## src/rtl/burst_seq_pkg.sv

```systemverilog
package burst_seq_pkg;

  // beat ordering, value taken from the unclocked order input
  typedef enum logic {
    ORD_INTERLEAVED = 1'b0,
    ORD_LINEAR      = 1'b1
  } order_e;

  // which strobe opened the burst; primary wins a tie
  typedef enum logic [1:0] {
    LD_NONE      = 2'd0,
    LD_PRIMARY   = 2'd1,
    LD_SECONDARY = 2'd2
  } load_src_e;

endpackage

```

## src/rtl/bsq_capture.sv

```systemverilog
module bsq_capture #(
  parameter int ADDR_W = 17
) (
  input  logic              clk,
  input  logic              rst,
  input  logic              load,
  input  logic [ADDR_W-1:0] addr_in,
  output logic [ADDR_W-1:0] base_q
);

  always_ff @(posedge clk) begin
    if (rst) begin
      base_q <= '0;
    end else if (load) begin
      base_q <= addr_in;
    end
  end

endmodule

```

## src/rtl/bsq_beat_counter.sv

```systemverilog
module bsq_beat_counter #(
  parameter int BEAT_W = 2
) (
  input  logic              clk,
  input  logic              rst,
  input  logic              restart,
  input  logic              step,
  output logic [BEAT_W-1:0] beat_q,
  output logic              last_q
);

  localparam logic [BEAT_W-1:0] BEAT_LAST = '1;
  localparam logic [BEAT_W-1:0] BEAT_ONE  = BEAT_W'(1);

  logic [BEAT_W-1:0] beat_nxt;

  assign beat_nxt = beat_q + BEAT_ONE;

  always_ff @(posedge clk) begin
    if (rst) begin
      beat_q <= '0;
      last_q <= 1'b0;
    end else if (restart) begin
      beat_q <= '0;
      last_q <= 1'b0;
    end else if (step) begin
      beat_q <= beat_nxt;           // wraps inside the group
      last_q <= (beat_nxt == BEAT_LAST);
    end
  end

endmodule

```

## src/rtl/bsq_order_map.sv

```systemverilog
module bsq_order_map
  import burst_seq_pkg::*;
#(
  parameter int BEAT_W = 2
) (
  input  logic [BEAT_W-1:0] start_low,
  input  logic [BEAT_W-1:0] beat,
  input  order_e            order,
  output logic [BEAT_W-1:0] low_out
);

  logic [BEAT_W-1:0] lin_low;
  logic [BEAT_W-1:0] ilv_low;

  generate
    if (BEAT_W == 1) begin : g_one_bit
      // both orders coincide for a two-beat group
      assign lin_low = start_low ^ beat;
      assign ilv_low = start_low ^ beat;
    end else begin : g_multi_bit
      assign lin_low = start_low + beat;   // modulo 2**BEAT_W
      assign ilv_low = start_low ^ beat;
    end
  endgenerate

  always_comb begin
    case (order)
      ORD_LINEAR: low_out = lin_low;
      default:    low_out = ilv_low;
    endcase
  end

endmodule

```

## src/rtl/burst_addr_seq.sv

```systemverilog
module burst_addr_seq
  import burst_seq_pkg::*;
#(
  parameter int ADDR_W = 17,
  parameter int BEAT_W = 2
) (
  input  logic              clk,
  input  logic              rst,
  input  logic              start_pri,
  input  logic              start_sec,
  input  logic              adv_en,
  input  logic              lin_order,
  input  logic [ADDR_W-1:0] addr_in,
  output logic [ADDR_W-1:0] cur_addr,
  output logic              last_beat
);

  localparam int HI_W = ADDR_W - BEAT_W;

  load_src_e         load_src;
  logic              load;
  logic [ADDR_W-1:0] base_q;
  logic [BEAT_W-1:0] beat_q;
  logic [BEAT_W-1:0] low_bits;
  order_e            order;

  always_comb begin
    if (start_pri) begin
      load_src = LD_PRIMARY;
    end else if (start_sec) begin
      load_src = LD_SECONDARY;
    end else begin
      load_src = LD_NONE;
    end
  end

  assign load  = (load_src != LD_NONE);
  assign order = order_e'(lin_order);

  bsq_capture #(.ADDR_W(ADDR_W)) u_capture (
    .clk     (clk),
    .rst     (rst),
    .load    (load),
    .addr_in (addr_in),
    .base_q  (base_q)
  );

  bsq_beat_counter #(.BEAT_W(BEAT_W)) u_counter (
    .clk     (clk),
    .rst     (rst),
    .restart (load),
    .step    (adv_en),
    .beat_q  (beat_q),
    .last_q  (last_beat)
  );

  bsq_order_map #(.BEAT_W(BEAT_W)) u_map (
    .start_low (base_q[BEAT_W-1:0]),
    .beat      (beat_q),
    .order     (order),
    .low_out   (low_bits)
  );

  assign cur_addr = {base_q[ADDR_W-1:BEAT_W], low_bits};

  initial begin
    if (HI_W < 1) $error("ADDR_W must exceed BEAT_W");
  end

endmodule

```

## config.mk

```make
export PLATFORM = sky130hd
export DESIGN_NAME = burst_addr_seq
export DESIGN_NICKNAME = d
export VERILOG_FILES = /design/src/rtl/burst_seq_pkg.sv /design/src/rtl/bsq_capture.sv /design/src/rtl/bsq_beat_counter.sv /design/src/rtl/bsq_order_map.sv /design/src/rtl/burst_addr_seq.sv
export SDC_FILE = /design/constraint.sdc
export NUM_CORES = 1
export LEC_CHECK = 0
export CELL_PAD_IN_SITES_DETAIL_PLACEMENT = 0
export CELL_PAD_IN_SITES_GLOBAL_PLACEMENT = 1
export CORE_MARGIN = 2
export CORE_UTILIZATION = 25
export DETAILED_ROUTE_END_ITERATION = 12
export PLACE_DENSITY_LB_ADDON = 0.1
export SLEW_MARGIN = 20
export SYNTH_ARGS = -nofsm -noshare
export SYNTH_HDL_FRONTEND = slang
export SYNTH_HIERARCHICAL = 1
export SYNTH_SLANG_ARGS = --single-unit
export TNS_END_PERCENT = 5
```

## constraint.sdc

```tcl
create_clock -name clk -period 1.4 [get_ports clk]
set_clock_uncertainty 0.2 [all_clocks]
set_input_delay 0.42 -clock clk [delete_from_list [all_inputs] [get_ports clk]]
set_output_delay 0.42 -clock clk [all_outputs]
set_load 0.01 [all_outputs]
```

==> results.toml, run 1 <==
[outcome]
outcome = "finished, violations left"
failed_checks = "negative setup slack"

[drt]
antenna_left = 0
drc_errors = 0
via_per_inst = 3.99
drtIter0Drc = 10
routed-via-count = 639
wl_per_cell_um = 10.4
routed_wl_um = 1660
dr.pass1.iters = 2

[floorplanning]
ios = 41
die-area_sq_um = 3620
coreArea_sq_um = 3030
start_util = 0.260
num_rows = 20
dieWidth_um = 60.2
dieHeight_um = 60.2

[min_path]
min_to = "u_capture/base_q[10]"
worstHoldPathCells = 2
hp-start = "u_capture/base_q[10]"
hold_class = "reg -> reg"

[logic_synthesis]
yosys.area_share.simple = 0.124
synthMuxAreaShare = 0.229
synthAdderAreaFrac = 0.0317
syn_inst = 71
synth_area_sq_um = 788
synth_cell_type_count = 15
synth_flop_cell = "dfxtp_1"
yosysSeqAreaShare = 0.508
synth_edf_count = 0
syn-num-nets = 96
synthTopCellsByCount = "20 x dfxtp_1, 18 x mux2i_1, 18 x nor2_1"
yosysTopAreaCellShare = 0.508
yosysMostFrequentCell = "dfxtp_1"
synth-compound-area-share = 0.0190
yosysWarnings = 6
synth_area_per_cell_sq_um = 11.1
ys_async_sr_fraction = 0
synth_top_family_by_area = "multiplexers"
ys_seq_elements = 20
synth.top_cells.by_area = "dfxtp_1 51%, mux2i_1 23%, nor2_1 8.6%, ha_1 3.2%, buf_12 2.5%"
yosysTopAreaCell = "dfxtp_1"
synth_xor_xnor_area_share = 0.0333

[cts]
clkTransAtPathRegs_ps = 110
cts_tree = "yes"
htree_levels = 1
cts_buffer_depth = 2
cts.sinks = 20
cts-root-buf = "clkbuf_4"
clkLatencyLatePin_ps = 300
cts-buffers-inserted = 3

[finish]
utilization = 0.452
nets = 142
areaGrowthSynthToFinish_pct = 73.5
multi_input_area_sq_um = 389
final_cell_count_no_fill = 160
fillCellCount = 315
num_antenna_cells = 0
final_layout_size_suffix_gt1_frac = 0.483
seq_area_sq_um = 425

[sta]
fin_tns_setup_ps = -567
fin_crit_sh = 1.25
relSlewSlack = 0.754
setup_viol = 2
rsz0062_at_grt = "yes"
finalMaxSlewViolations = 0
fmax_mhz = 572
worst_pin_slew_ps = 369
fin_crit_ps = 1750
setup_slack_ps = -349
finalHoldViolations = 0

[critical_path]
regToRegStartpoint = "u_counter/beat_q[0]"
cp_slowest_stage_delay_ps = 350
critPathKind = "reg -> out"
cp-start-kind = "flip-flop"
reg2reg_to = "u_counter/beat_q[1]"
reg2regPathDepth = 4
critPathTopFamily = "flip-flops"
arrival_ps = 1130
cp-end-kind = "output port"
ff2ff_setup_slack_ps = 60
path_max_fanout = 2
cp.required_ps = 780
crit_buf_inv = 1
cp_cell_sequence = "ha_4, nand2_2, xnor2_2, buf_2"
critPathSlowestCell = "dfxtp_2"

[place]
gp_congestion = 0.652
dpl.hpwl_um = 1180
io_buffers = 40
placedCellCount = 156

[global_routing]
grt_usage = 0.0982
antenna_found_initial = 0
grt_pass1_wl_um = 2560
grt_pass1_vias = 606
grt_max_degree = 21
overflow = 0

[power_and_ir_drop]
p_leak_nw = 0.654
power_w = 0.00120
p_per_area_nw_per_um2 = 881
ir_drop_uv = 357

[flow_run]
maxCapViolCount = 0
## tightest hold or removal path, delay by kind of cell, from the launching register on
kind,cells,cell delay (ps)
multiplexers,1,60
flip-flops,1,350
AND/OR/NAND/NOR,1,70
## registers in the layout (all words and copies together), names as in the netlist
| signal | flops |
|---|---|
| u_capture/base_q | 17 |
| u_counter/beat_q | 2 |
| u_counter/last_q | 1 |
## where the power goes
group / switching [W] / internal (W) / leakage (nW) / total [W]
clock: 0.000172 / 0.000159 / 0.0210 / 0.000331
combinational: 0.0000864 / 0.000156 / 0.461 / 0.000243
sequential: 0.0000230 / 0.000609 / 0.172 / 0.000632
total: 0.000281 / 0.000924 / 0.654 / 0.00120
## timing repair
item	CTS	global route
hold buffers	0	0
setup buffers	0	0
gates resized for setup	100	18
pin swaps	3	5
setup endpoints to repair	37	38
## kinds of logic (layout without fill, tap and decap cells)
logic type | after synthesis | count (layout)
muxes | 18 | 18
xor gates and xnor gates | 3 | 3
buffers and inverters | 5 | 50
and+or+nand+nor | 22 | 22
adders and majority gates | 2 | 2
DFF | 20 | 20
AOI/OAI and AO/OA | 1 | 1
## how the worst max path moves through the flow
stage                   startpoint                   end  slack [ps]  cells after the start
2_1_floorplan            start_sec  u_capture/base_q[10]         -60                      5
3_3_place_gp             lin_order           cur_addr[1]        -830                      4
3_5_place_dp             lin_order           cur_addr[1]        -850                      4
4_1_cts        u_counter/beat_q[0]           cur_addr[1]        -390                      4
5_1_grt        u_counter/beat_q[1]           cur_addr[1]        -420                      3
6_report       u_counter/beat_q[0]           cur_addr[1]        -350                      4
## per-stage QoR
stage / instance area [sq um] / setup WS [ps] / hold slack, ps
5_1_grt: 1370 / -421 / 333
3_3_place_gp: 1240 / -833 / 274
3_5_place_dp: 1240 / -845 / 287
6_report: 1370 / -349 / 308
4_1_cts: 1260 / -394 / 301
2_1_floorplan: 795 / -56.9 / 267
## layout by cell type (no fill, tap or decap)
cell,netlist,final
dlymetal6s2s_1,0,2
xor2_2,0,1
clkbuf_8,0,1
ha_4,0,2
buf_6,1,17
buf_4,0,5
xnor2_2,0,1
dfxtp_2,0,20
buf_2,1,1
inv_1,1,1
clkdlybuf4s50_1,0,19
nor3_2,2,2
clkbuf_4,0,3
or2_4,0,1
dlygate4sd2_1,0,1
mux2i_1,18,18
nor2_1,18,18
nand2_2,0,1
a2111oi_2,1,1
xnor2_1,2,1
## metal layers
metal  wire (um)  share of wire  vias to the layer above  GRT usage
met3         150          0.090                        5     0.0368
met2         696           0.42                       26      0.141
met5           0              0                        -          0
li1            -              -                      327          -
met4          47          0.028                        0     0.0762
met1         767           0.46                      281      0.116
## area by class of cell
cell class | instances | share of cell area
inverters | 1 | 0.00274
multi-input cells | 46 | 0.285
well taps | 44 | 0.0403
clock buffers | 4 | 0.0265
flip-flops and latches | 20 | 0.311
repair buffers | 45 | 0.335
(Power assumes the default switching activity.)
==> run 2: changes to the inputs <==
--- a/config.mk
+++ b/config.mk
@@ -10,6 +10,7 @@
 export CORE_MARGIN = 2
 export CORE_UTILIZATION = 25
 export DETAILED_ROUTE_END_ITERATION = 12
+export MAX_ROUTING_LAYER = met4
 export PLACE_DENSITY_LB_ADDON = 0.1
 export SLEW_MARGIN = 20
 export SYNTH_ARGS = -nofsm -noshare
==> constraint.sdc (replaced) <==
create_clock -name clk -period 1.6 [get_ports clk]
set_clock_uncertainty 0.2 [all_clocks]
set_input_delay 0.48 -clock clk [delete_from_list [all_inputs] [get_ports clk]]
set_output_delay 0.48 -clock clk [all_outputs]
set_load 0.01 [all_outputs]
==> run 2 against run 1 <==
Against the previous run:
- critical path type unchanged
- the flow still finishes with violations (negative setup slack)
- flip-flop and latch count stayed put
- die area unchanged
- critical path depth unchanged
==> results.toml, run 2 (synthesized netlist as in run 1, its figures left out) <==
[finish]
largest_reg_flops = 17
utilization = 0.419
reg_top3 = "u_capture/base_q: 17 flops, u_counter/beat_q: 2 flops, u_counter/last_q: 1 flops"
nets = 146
final_cell_mix = "21 x clkdlybuf4s50_1, 18 x mux2i_1, 18 x nor2_1"
fillCellCount = 319
final_layout_size_suffix_gt1_frac = 0.333
num_antenna_cells = 0
largest_register = "u_capture/base_q"
areaGrowthSynthToFinish_pct = 60.8
final_area_sq_um = 1270
final_common_cell = "clkdlybuf4s50_1"

[flow_run]
maxCapViolCount = 0

[power_and_ir_drop]
p_per_area_nw_per_um2 = 811
p_leak_nw = 0.619
power_w = 0.00103
ir_drop_uv = 591

[critical_path]
cp.required_ps = 920
crit_buf_inv = 1
crit_path_end = "cur_addr[1]"
startpoint = "u_capture/base_q[0]"
critPathKind = "reg -> out"
arrival_ps = 1120
cp_slowest_stage_delay_ps = 370
critPathTopFamily = "flip-flops"
reg2regPathDepth = 4
path_depth = 4
reg2reg_to = "u_counter/beat_q[1]"
cp_cell_sequence = "ha_4, nand2_1, xnor2_1, buf_2"
cp-end-kind = "output port"
path_max_fanout = 2
cp-start-kind = "flip-flop"
ff2ff_setup_slack_ps = 160
critPathSlowestCell = "dfxtp_2"
regToRegStartpoint = "u_counter/beat_q[0]"

[place]
io_buffers = 40
placed_area_sq_um = 1280
gp_congestion = 0.717
dpl.hpwl_um = 1290
dpl_worst_slack_ps = -747

[global_routing]
grt_pass1_wl_um = 2660
antenna_found_initial = 0
grt_max_degree = 12
overflow = 0
grt_usage = 0.101
grt_pass1_vias = 619

[drt]
routed-via-count = 645
antenna_left = 0
drtIter0Drc = 9
dr.pass1.iters = 2
routed_wl_um = 1680
drc_errors = 0
via_per_inst = 3.93
wl_per_cell_um = 10.2

[sta]
hold_ws_ps = 302
fin_crit_ps = 1800
finalMaxSlewViolations = 0
finalHoldViolations = 0
rsz0062_at_grt = "yes"
setup_viol = 2
setup_slack_ps = -203
worst_pin_slew_ps = 242
fmax_mhz = 555
fin_crit_sh = 1.13
relSlewSlack = 0.838

[cts]
cts-buffers-inserted = 3
cts_buffer_depth = 2
cts-root-buf = "clkbuf_4"
cts_tree = "yes"
clkTransAtPathRegs_ps = 110
cts.sinks = 20
htree_levels = 1
clkLatencyLatePin_ps = 300
hold_buffers = 0

[floorplanning]
dieWidth_um = 60.2
num_rows = 20
start_util = 0.260
dieHeight_um = 60.2
die-area_sq_um = 3620
coreArea_sq_um = 3030
ios = 41

[outcome]
outcome = "finished, violations left"
failed_checks = "negative setup slack"

[min_path]
hp-start = "u_capture/base_q[9]"
hold_class = "reg -> reg"
-- run 2: worst min-delay path by stage --
stage,endpoint,slack [ps],cells past startpoint
after detailed placement,u_capture/base_q[8],290,2
after global placement,u_capture/base_q[15],280,2
final,u_capture/base_q[9],300,2
after floorplan,u_capture/base_q[0],270,2
after global routing,u_capture/base_q[13],330,2
after CTS,u_capture/base_q[9],310,2
-- run 2: stage by stage --
step	TNS, ps	cells
finish	-281	164
global route	-438	164
CTS	-407	163
detailed placement	-7120	159
global placement	-6810	159
floorplan	0	71
-- run 2: cell type report --
cell class,instances,area (sq um),area share
clock buffers,4,36.3,0.0286
repair buffers,49,400,0.316
well taps,44,55.1,0.0434
inverters,1,3.75,0.00296
flip-flops and latches,20,405,0.320
multi-input cells,46,367,0.289
-- run 2: power by group --
group	switching [W]	leakage (nW)	internal [W]
Sequential	0.0000154	0.167	0.000528
Clock	0.000150	0.0210	0.000139
Combinational	0.0000769	0.431	0.000119
-- run 2: what timing repair did --
action | 4_1_cts | 5_1_grt
setup buffers | 0 | 1
pin swaps | 3 | 3
endpoints found under the setup margin | 24 | 17
gates resized for setup | 42 | 23
-- run 2: routing by layer --
layer  global-route usage  part of all wire
met5                    -                 0
met4              0.00952                 0
met3               0.0519             0.095
met2                0.148              0.41
met1                0.128              0.50
-- run 2: worst min-delay path: cells and delay by family (launching register included) --
kind,cells,cell delay [ps]
DFF,1,340
and+or+nand+nor,1,70
muxes,1,60
==> run 3: changes to the inputs <==
--- a/config.mk
+++ b/config.mk
@@ -11,7 +11,7 @@
 export CORE_UTILIZATION = 25
 export DETAILED_ROUTE_END_ITERATION = 12
 export MAX_ROUTING_LAYER = met4
-export PLACE_DENSITY_LB_ADDON = 0.1
+export PLACE_DENSITY = 0.77
 export SLEW_MARGIN = 20
 export SYNTH_ARGS = -nofsm -noshare
 export SYNTH_HDL_FRONTEND = slang
==> run 3 against run 2 <==
Against the previous run:
- the flow still finishes with violations (negative setup slack)
- worst hold slack lost 2.8 ps
- sequential power barely moved
- first-iteration DRC count is 22% higher
- wire length up 0.60%
==> results.toml, run 3 (synthesized netlist as in run 1, its figures left out) <==
[global_routing]
grt_max_degree = 14
antenna_found_initial = 0
overflow = 0
grt_usage = 0.104
grt_pass1_wl_um = 2780
grt_pass1_vias = 670

[drt]
drc_errors = 0
drtIter0Drc = 11
dr.pass1.iters = 2
antenna_left = 0
routed_wl_um = 1690
wl_per_cell_um = 10.5
via_per_inst = 3.98
routed-via-count = 640

[floorplanning]
die-area_sq_um = 3620
num_rows = 20
ios = 41
coreArea_sq_um = 3030
start_util = 0.260
dieWidth_um = 60.2
dieHeight_um = 60.2

[place]
io_buffers = 40
dpl.hpwl_um = 1330
gp_congestion = 0.658

[cts]
cts-root-buf = "clkbuf_4"
clkTransAtPathRegs_ps = 110
htree_levels = 1
cts_tree = "yes"
clkLatencyLatePin_ps = 290
post_cts_buffers = 0
cts_buffer_depth = 2
hold_buffers = 0
cts-buffers-inserted = 3
cts.sinks = 20

[critical_path]
path_max_fanout = 2
cp-start-kind = "flip-flop"
cp_slowest_stage_delay_ps = 350
crit_buf_inv = 1
regToRegStartpoint = "u_counter/beat_q[0]"
critPathKind = "reg -> out"
ff2ff_setup_slack_ps = 130
cp_cell_sequence = "xor2_2, xnor2_1, buf_2"
startpoint = "u_capture/base_q[1]"
cp-end-kind = "output port"
cp.required_ps = 920
critPathSlowestCell = "dfxtp_2"
arrival_ps = 1100
critPathTopFamily = "flip-flops"

[min_path]
hp-start = "u_capture/base_q[10]"
hold_class = "reg -> reg"

[finish]
largest_register = "u_capture/base_q"
largest_reg_flops = 17
areaGrowthSynthToFinish_pct = 60.2
reg_top3 = "u_capture/base_q: 17 flops, u_counter/beat_q: 2 flops, u_counter/last_q: 1 flops"
final_common_cell = "clkdlybuf4s50_1"
num_antenna_cells = 0
utilization = 0.417
nets = 143
final_cell_mix = "21 x clkdlybuf4s50_1, 18 x mux2i_1, 18 x nor2_1"
fillCellCount = 305
final_layout_size_suffix_gt1_frac = 0.342

[sta]
setup_viol = 2
fin_tns_setup_ps = -243
finalMaxSlewViolations = 0
finalHoldViolations = 0
worst_pin_slew_ps = 267
rsz0062_at_grt = "yes"
relSlewSlack = 0.822
fmax_mhz = 563
setup_slack_ps = -178
fin_crit_sh = 1.11
fin_crit_ps = 1780

[outcome]
failed_checks = "negative setup slack"
outcome = "finished, violations left"

[flow_run]
maxCapViolCount = 0

[power_and_ir_drop]
p_per_area_nw_per_um2 = 816
ir_drop_uv = 327
p_leak_nw = 0.611
==> run 3: cell count changes in the layout (fill, tap and decap cells not counted), sizes merged <==
cell    delta
buf        -2
clkbuf     -1
==> run 3: worst paths after layout <==
path,cells after the start,endpoint
hold / removal,2,u_capture/base_q[10]
setup reg to reg,4,u_counter/beat_q[1]
hold reg to reg,2,u_capture/base_q[10]
setup / recovery,3,cur_addr[1]
==> run 3: area by class of cell <==
class	instances	area, sq um	share of cell area
clock buffers	4	36.3	0.0287
inverters	1	3.75	0.00297
multi-input cells	46	369	0.292
flip-flops and latches	20	408	0.323
well taps	44	55.1	0.0436
repair buffers	46	390	0.309
==> run 3: metrics by stage <==
step | power [W] | setup slack (ps) | cell area [sq um] | std cells | hold WS [ps]
detailed placement | 0.000769 | -743 | 1270 | 157 | 286
finish | 0.00103 | -178 | 1260 | 161 | 300
global route | 0.00109 | -228 | 1260 | 161 | 342
global placement | 0.000766 | -749 | 1270 | 157 | 275
CTS | 0.00105 | -229 | 1310 | 161 | 311
floorplan | 0.000639 | 39.0 | 788 | 71 | 267
==> run 3: repair_timing <==
item / in CTS / in global routing
resized for setup: 41 / 28
hold endpoints to repair: 0 / 0
endpoints found under the setup margin: 24 / 18
pin swaps: 2 / 4
==> run 3: worst min-delay path: cells and delay by family, from the launching register on <==
family,cells,cell delay [ps]
DFF,1,340
muxes,1,60
and+or+nand+nor,1,70
==> run 3: per-layer routing <==
metal | wire length, um | vias to the layer above | track usage
met1 | 759 | 279 | 0.118
met5 | 0 | - | -
met4 | 0 | 0 | 0.0190
met3 | 178 | 0 | 0.0325
li1 | - | 327 | -
met2 | 749 | 34 | 0.182
==> run 3: power breakdown <==
group	switching, W	internal, W	leakage (nW)	total, W
Sequential	0.0000155	0.000528	0.168	0.000544
Clock	0.000154	0.000139	0.0210	0.000292
Combinational	0.0000762	0.000118	0.422	0.000194
